**src/rtl/lsq_pkg.sv**
```systemverilog
package lsq_pkg;
   localparam int SEL_W  = 3;
   localparam int MAX_US = 2_000_000;
   localparam int US_W   = $clog2(MAX_US + 1);

   typedef logic [US_W-1:0]  us_t;
   typedef logic [SEL_W-1:0] sel_t;

   // Stability window in microseconds for each selection code.
   function automatic us_t period_us(input sel_t sel);
      case (sel)
         3'd0:    period_us = us_t'(0);
         3'd1:    period_us = us_t'(500);
         3'd2:    period_us = us_t'(1_000);
         3'd3:    period_us = us_t'(64_000);
         3'd4:    period_us = us_t'(256_000);
         3'd5:    period_us = us_t'(512_000);
         3'd6:    period_us = us_t'(1_000_000);
         default: period_us = us_t'(MAX_US);
      endcase
   endfunction
endpackage

```
**src/rtl/lsq_us_tick.sv**
```systemverilog
module lsq_us_tick #(
   parameter int CLK_MHZ = 156
) (
   input  logic clk,
   input  logic rst_n,
   input  logic run,
   output logic tick
);
   if (CLK_MHZ < 1) begin : g_bad_clk
      $error("lsq_us_tick: CLK_MHZ must be at least 1");
   end

   if (CLK_MHZ == 1) begin : g_direct
      assign tick = run;
   end else begin : g_divide
      localparam int PW = $clog2(CLK_MHZ);
      localparam logic [PW-1:0] LAST = PW'(CLK_MHZ - 1);
      logic [PW-1:0] pre;

      always_ff @(posedge clk or negedge rst_n) begin
         if (!rst_n)           pre <= '0;
         else if (!run)        pre <= '0;
         else if (pre == LAST) pre <= '0;
         else                  pre <= pre + 1'b1;
      end

      assign tick = run && (pre == LAST);

      // Ticks are never back to back when dividing (R2 timing base).
      assert_tick_spacing_R2: assert property (@(posedge clk) disable iff (!rst_n)
         tick |=> !tick);
   end
endmodule

```
**src/rtl/lsq_window_count.sv**
```systemverilog
module lsq_window_count #(
   parameter int CNT_W = 21
) (
   input  logic             clk,
   input  logic             rst_n,
   input  logic             clear,
   input  logic             tick,
   output logic [CNT_W-1:0] count
);
   if (CNT_W < 2) begin : g_bad_width
      $error("lsq_window_count: CNT_W too small");
   end

   localparam logic [CNT_W-1:0] TOP = '1;

   always_ff @(posedge clk or negedge rst_n) begin
      if (!rst_n)                      count <= '0;
      else if (clear)                  count <= '0;
      else if (tick && count != TOP)   count <= count + 1'b1;
   end

   assert_restart_R5: assert property (@(posedge clk) disable iff (!rst_n)
      clear |=> (count == '0));

   assert_monotonic_R5: assert property (@(posedge clk) disable iff (!rst_n)
      !$past(clear) |-> (count >= $past(count)));
endmodule

```
**src/rtl/link_stability_qualifier.sv**
```systemverilog
module link_stability_qualifier #(
   parameter int CLK_MHZ     = 156,
   parameter int DEFAULT_SEL = 2
) (
   input  logic       clk,
   input  logic       rst_n,
   input  logic       link_raw,
   input  logic [2:0] period_sel,
   output logic       link_up
);
   import lsq_pkg::*;

   if (DEFAULT_SEL < 0 || DEFAULT_SEL > 7) begin : g_bad_default
      $error("link_stability_qualifier: DEFAULT_SEL out of range");
   end

   sel_t sel_hold;
   us_t  us_cnt;
   us_t  target;
   logic run;
   logic tick;
   logic lost;

   assign lost = !link_raw;
   assign run  = link_raw && !link_up;

   // Selection is captured only while the link is down.
   always_ff @(posedge clk or negedge rst_n) begin
      if (!rst_n)    sel_hold <= sel_t'(DEFAULT_SEL);
      else if (lost) sel_hold <= period_sel;
   end

   assign target = period_us(sel_hold);

   lsq_us_tick #(.CLK_MHZ(CLK_MHZ)) u_tick (
      .clk   (clk),
      .rst_n (rst_n),
      .run   (run),
      .tick  (tick)
   );

   lsq_window_count #(.CNT_W(US_W)) u_count (
      .clk   (clk),
      .rst_n (rst_n),
      .clear (lost),
      .tick  (tick),
      .count (us_cnt)
   );

   always_ff @(posedge clk or negedge rst_n) begin
      if (!rst_n)                           link_up <= 1'b0;
      else if (lost)                        link_up <= 1'b0;
      else if (!link_up && us_cnt >= target) link_up <= 1'b1;
   end

   assert_drop_clears_R4: assert property (@(posedge clk) disable iff (!rst_n)
      !link_raw |=> !link_up);

   assert_rise_needs_link_R8: assert property (@(posedge clk) disable iff (!rst_n)
      $rose(link_up) |-> $past(link_raw));

   assert_instant_R3: assert property (@(posedge clk) disable iff (!rst_n)
      (link_raw && !link_up && sel_hold == '0) |=> link_up);

   assert_sel_frozen_R6: assert property (@(posedge clk) disable iff (!rst_n)
      (link_raw && $past(link_raw)) |-> $stable(sel_hold));

   assert_no_early_R2: assert property (@(posedge clk) disable iff (!rst_n)
      (link_raw && !link_up && us_cnt < target) |=> !link_up);
endmodule

```
**config.mk**
```make
export PLATFORM = sky130hd
export DESIGN_NAME = link_stability_qualifier
export DESIGN_NICKNAME = d
export VERILOG_FILES = /design/src/rtl/lsq_pkg.sv /design/src/rtl/lsq_us_tick.sv /design/src/rtl/lsq_window_count.sv /design/src/rtl/link_stability_qualifier.sv
export SDC_FILE = /design/constraint.sdc
export NUM_CORES = 1
export LEC_CHECK = 0
export BUFFER_PORTS_ARGS = -buffer_cell sky130_fd_sc_hd__buf_2
export CORE_MARGIN = 3
export CORE_UTILIZATION = 63
export CTS_CLUSTER_DIAMETER = 100
export DETAILED_ROUTE_END_ITERATION = 8
export GPL_TIMING_DRIVEN = 1
export PLACE_DENSITY = 0.77
export SYNTH_ARGS = -nofsm -noshare
export SYNTH_HDL_FRONTEND = slang
export SYNTH_SLANG_ARGS = --single-unit
```
**constraint.sdc**
```tcl
create_clock -name clk -period 3.9 [get_ports clk]
set_input_delay 0.39 -clock clk [delete_from_list [all_inputs] [get_ports clk]]
set_output_delay 0.39 -clock clk [all_outputs]
set_load 0.01 [all_outputs]
```
# After elaboration in Yosys (flattened, before gate mapping)
# Index checks and enable logic that the tools add are counted.
[totals]
regBits = 33
inputBits = 6
out_inout_bits = 1
word_cells = 30
[op_classes]
n_addsub = 2
magnitude_cmp = 1
eq_ne = 10
mux = 7
reduce_logical = 6
[ops]
columns = ["cell", "n"]
rows = [
  ["21-bit case mux with 7 select lines", 1],
  ["21-bit two-way mux", 2],
  ["21-bit by 1-bit adder with 21-bit output, second input constant", 1],
  ["21-bit >= comparator", 1],
  ["21-bit inequality test, second input constant", 1],
  ["8-bit two-way mux", 2],
  ["3-bit equality test, second input constant", 3],
  ["8-bit by 1-bit adder with 8-bit output, second input constant", 1],
  ["8-bit equality test, second input constant", 1],
  ["3-bit by 2-bit equality test with 1-bit output, second input constant", 2],
  ["1-bit logical AND", 4],
  ["2-bit by 1-bit inequality test with 1-bit output, second input constant", 2],
  ["3-bit by 1-bit equality test with 1-bit output, second input constant", 1],
  ["3-bit logical NOT", 1],
  ["1-bit two-way mux", 2],
  ["1-bit logical NOT", 1],
]

# Longest topological paths before layout
[depth]
word_depth = 6
mapped_depth = 10

# Cells and area by module
# Synthesis repeated with hierarchy kept, for this count alone.
[hier_totals]
hier_cells = 241
area_unflattened_um2 = 2275.9
[modules_own_cells]
columns = ["mod", "instances", "cells_each", "area_each_um2"]
rows = [
  ["lsq_window_count", 1, 123, 1183.6],
  ["link_stability_qualifier", 1, 79, 684.4],
  ["lsq_us_tick", 1, 39, 407.9],
]

# Worst setup path after synthesis
# No wires, ideal clock.
[synth_timing]
path_type = "register to register"
start = "register u_tick.g_divide.pre[0]"
end = "register u_count.count[13]"
setup_time_ps = 78
arrival_time_ps = 2166
setup_slack_ps = 1656
path_stages_with_launch = 8
cell_sequence = "dfrtp_1 -> ha_1 -> or4b_4 -> nor3_4 -> a21bo_1 -> buf_6 -> or4_1 -> a21oi_1"
[synth_between]
elab_chain_len = 4
[synth_rtl]
columns = ["item", "line", "rtl"]
rows = [
  ["from (decl)", "lsq_us_tick.sv:18", "logic [PW-1:0] pre;"],
  ["from (signal assigned)", "lsq_us_tick.sv:24", "else pre <= pre + 1'b1;"],
  ["8-bit equality test", "lsq_us_tick.sv:27", "assign tick = run && (pre == LAST);"],
  ["1-bit logical AND", "lsq_us_tick.sv:27", ""],
  ["1-bit logical AND", "lsq_window_count.sv:19", "else if (tick && count != TOP) count <= count + 1'b1;"],
  ["2-bit by 1-bit inequality test with 1-bit output (no line)", "--", ""],
  ["to (signal assigned)", "lsq_window_count.sv:19", ""],
  ["to (decl)", "lsq_window_count.sv:8", "output logic [CNT_W-1:0] count"],
]
# No other way between the ends.
# A chain may end at the register's enable or synchronous reset.

# Worst setup path in the final report
# Same ends and word-level chain as after synthesis.

==> impl_results.md <==
* Most common cell after layout, fill and taps aside: dfrtp_1
* DR WL/cell at 15.6 µm
* Commonest cells after routing, fill and taps aside: 32 x dfrtp_1, 22 x a21oi_1, 22 x ha_1
* Mapped Area at 0.00217 mm²
* Vias in the first global route at 1820
* Worst Reg-to-Reg Cells at 6
* Largest net degree at the start of global routing at 34
* Via density per instance at 6.20
* DRT antenna net count at 0
* Grt ovf at 0
* Pwr dens at 279 mW/mm²
* Final Cell Area at 0.00227 mm²
* Initial DRC count at 168
* Outcome: complete, no violations
* Final Cycle Share at 68.7%
* Final #Nets at 273
* Worst Path Required at 4.17 ns
* Worst-Margin Slew at 0.800 ns
* Min-Delay Path Class: in2async
* Crit path launch type: flip-flop
* R2R Path End: u_count.count[13]
* RSZ-0062 raised after global routing: false
* Yosys Warn Count at 0
* Mean Syn Cell Area at 9.04 µm²
* Slowest-stage cell, CP: or4_1
* Setup_tns at 0 ns
* Die Area at 0.00418 mm²
* Main flop type after synthesis: dfrtp_1
* Global-route usage over all layers at 25.3%
* Area occupied by multi-input gates at 0.00124 mm²
* Max Transition Viols Final at 0
* Post-CTS resize count at 0
* Setup CP Type: reg2reg
* Ratio of cells with drive above 1 in the final layout at 8.54%
* Initial Utilization at 68.3%
* Peak VDD IR at 0.216 mV
* Synth unique cells at 40
* Simple-gate share of the synthesized area at 23.6%
* Via Count at 1797
* Core area at 0.00318 mm²
* Die Wd at 64.7 µm
* Root Buffer: clkbuf_4
* Seq. cell area at 827 µm²
* Setup violators final at 0
* Post-Syn Nets at 268
* Antenna violations before repair at 0
* Post-synthesis adder-cell area fraction at 12.7%
* Final hold violations at 0
* EDFF count, synth at 0
* Cell count after synthesis at 240
* Io pins at 7
* Routed wire length at 4530 µm
* DRC at 0
* Post-CTS Hold Fix Bufs at 0
* Fillers at 246
* CTS tree: yes
* N_diodes at 0
* Min Tclk post-route at 2.68 ns
* H-tree Lvls at 2
* Worst skew pair latency at 0.35 ns
* Worst path top cell family by delay: simple AND/OR/NAND/NOR gates
* FF+latch count, synth at 33
* R2r setup slk at 1.22 ns
* HPWL Detailed at 3310 µm
* Die extent in y at 64.7 µm
* Number of cells on the critical path at 6
* FFs w/ async S/R, synth at 100%
* Largest family of logic cells by synthesized area: simple AND/OR/NAND/NOR gates
* Worst r2r src: u_tick.g_divide.pre[0]
* Max-Cap Viols at 0
* TritonCTS buffer count at 5
* FP Rows at 20
* Clk sink count at 33
* Syn-to-layout area delta at 4.73%
* Max Fclk at 373 MHz
* First-pass GRT wire length at 8120 µm
* P_leak at 0.944 nW
* Clock Tree Buf Depth at 2
* Compound-gate portion of the synthesized area at 15.9%
* Worst relative slew slack at 46.7%
* Crit-path cells: ha_1, or4b_4, nor3_4, a21bo_1, or4_1, a21oi_1
* Clock Pin Slew Worst Setup and Hold Paths at 0.11 ns
* Synth Area in XOR/XNOR at 3.63%
* DRT Pass-1 Iters at 4
* Post-synthesis sequential area ratio at 38.1%
* Postcts setup bufs at 0
* CP Buf/Inv Count at 0
* Critical path capture point type: flip-flop
* CP peak stage delay at 0.58 ns
* Global placement routability congestion at 0.855
* Critical Path AT at 2.95 ns
* DP Area at 0.00222 mm²
* Input/output buffers at 6
* Multiplexer area fraction after synthesis at 1.56%
* Crit path max fanout at 31
* Layout Skew at 0.0124 ns
[layer usage]
| metal | track usage [%] | share of wire [%] | up-vias |
|---|---|---|---|
| met5 | 0 | 0 | - |
| met4 | 8.44 | 1.4 | 0 |
| met2 | 42.9 | 49 | 35 |
| met1 | 31.2 | 45 | 853 |
| li1 | - | - | 901 |
| met3 | 6.76 | 4.5 | 8 |
[state kept, by name, indices dropped and copies added (netlist names)]
| name | count |
|---|---|
| u_count.count | 21 |
| u_tick.g_divide.pre | 8 |
| sel_hold | 3 |
| link_up | 1 |
[cells in the mapped netlist (all sizes together) (3+ instances only)]
library cell  count  area, µm²
ha               22        275
and3              3       18.8
xnor2             5       43.8
o31ai            10       75.1
nor3              4       31.3
or3               3       18.8
a21oi            22        110
nor2             16       60.1
and2              4       25.0
o21ai            11       55.1
inv              15       56.3
nand3            17       85.1
xor2              4       35.0
clkbuf            7       26.3
nand4            10       62.6
dfrtp            32        801
nand2            15       56.3
or4              13       97.6
mux2              3       33.8
nor4              3       18.8
[final cells by class]
class	instances	area share (%)
clock inverters	3	0.771
well taps	44	2.42
clock buffers	5	1.65
flip-flops and latches	33	36.4
repair buffers	6	1.32
multi-input cells	183	54.8
inverters	16	2.64
[cells by family (layout without fill, tap and decap cells)]
| kind of cell | Yosys count | in the layout |
|---|---|---|
| AOI/OAI and AO/OA | 56 | 56 |
| xor gates and xnor gates | 9 | 9 |
| adders and majority gates | 22 | 22 |
| buffers and inverters | 24 | 30 |
| DFF | 33 | 33 |
| muxes | 3 | 3 |
| and+or+nand+nor | 93 | 93 |
[power by group]
group	internal, mW	switching, mW
clock	0.0678	0.125
sequential	0.349	0.00996
combinational	0.0333	0.0494
[stage by stage]
step	util (%)	setup slack, ns	cells	hold slack (ns)	power (mW)
floorplan	-	1.66	240	0.0944	0.422
global placement	69.8	1.39	282	0.444	0.442
detailed placement	69.8	1.27	282	0.465	0.447
CTS	71.5	1.23	290	0.100	0.641
global route	71.5	1.03	290	0.0971	0.670
finish	71.5	1.22	290	0.0682	0.635
[worst max path at each step]
stage                           start                 to
2_1_floorplan  u_tick.g_divide.pre[0]  u_count.count[13]
3_3_place_gp   u_tick.g_divide.pre[0]  u_count.count[13]
3_5_place_dp   u_tick.g_divide.pre[0]  u_count.count[13]
4_1_cts        u_tick.g_divide.pre[0]  u_count.count[13]
5_1_grt        u_tick.g_divide.pre[0]  u_count.count[13]
6_report       u_tick.g_divide.pre[0]  u_count.count[13]
Note: power is estimated with default switching activity, not from simulation.
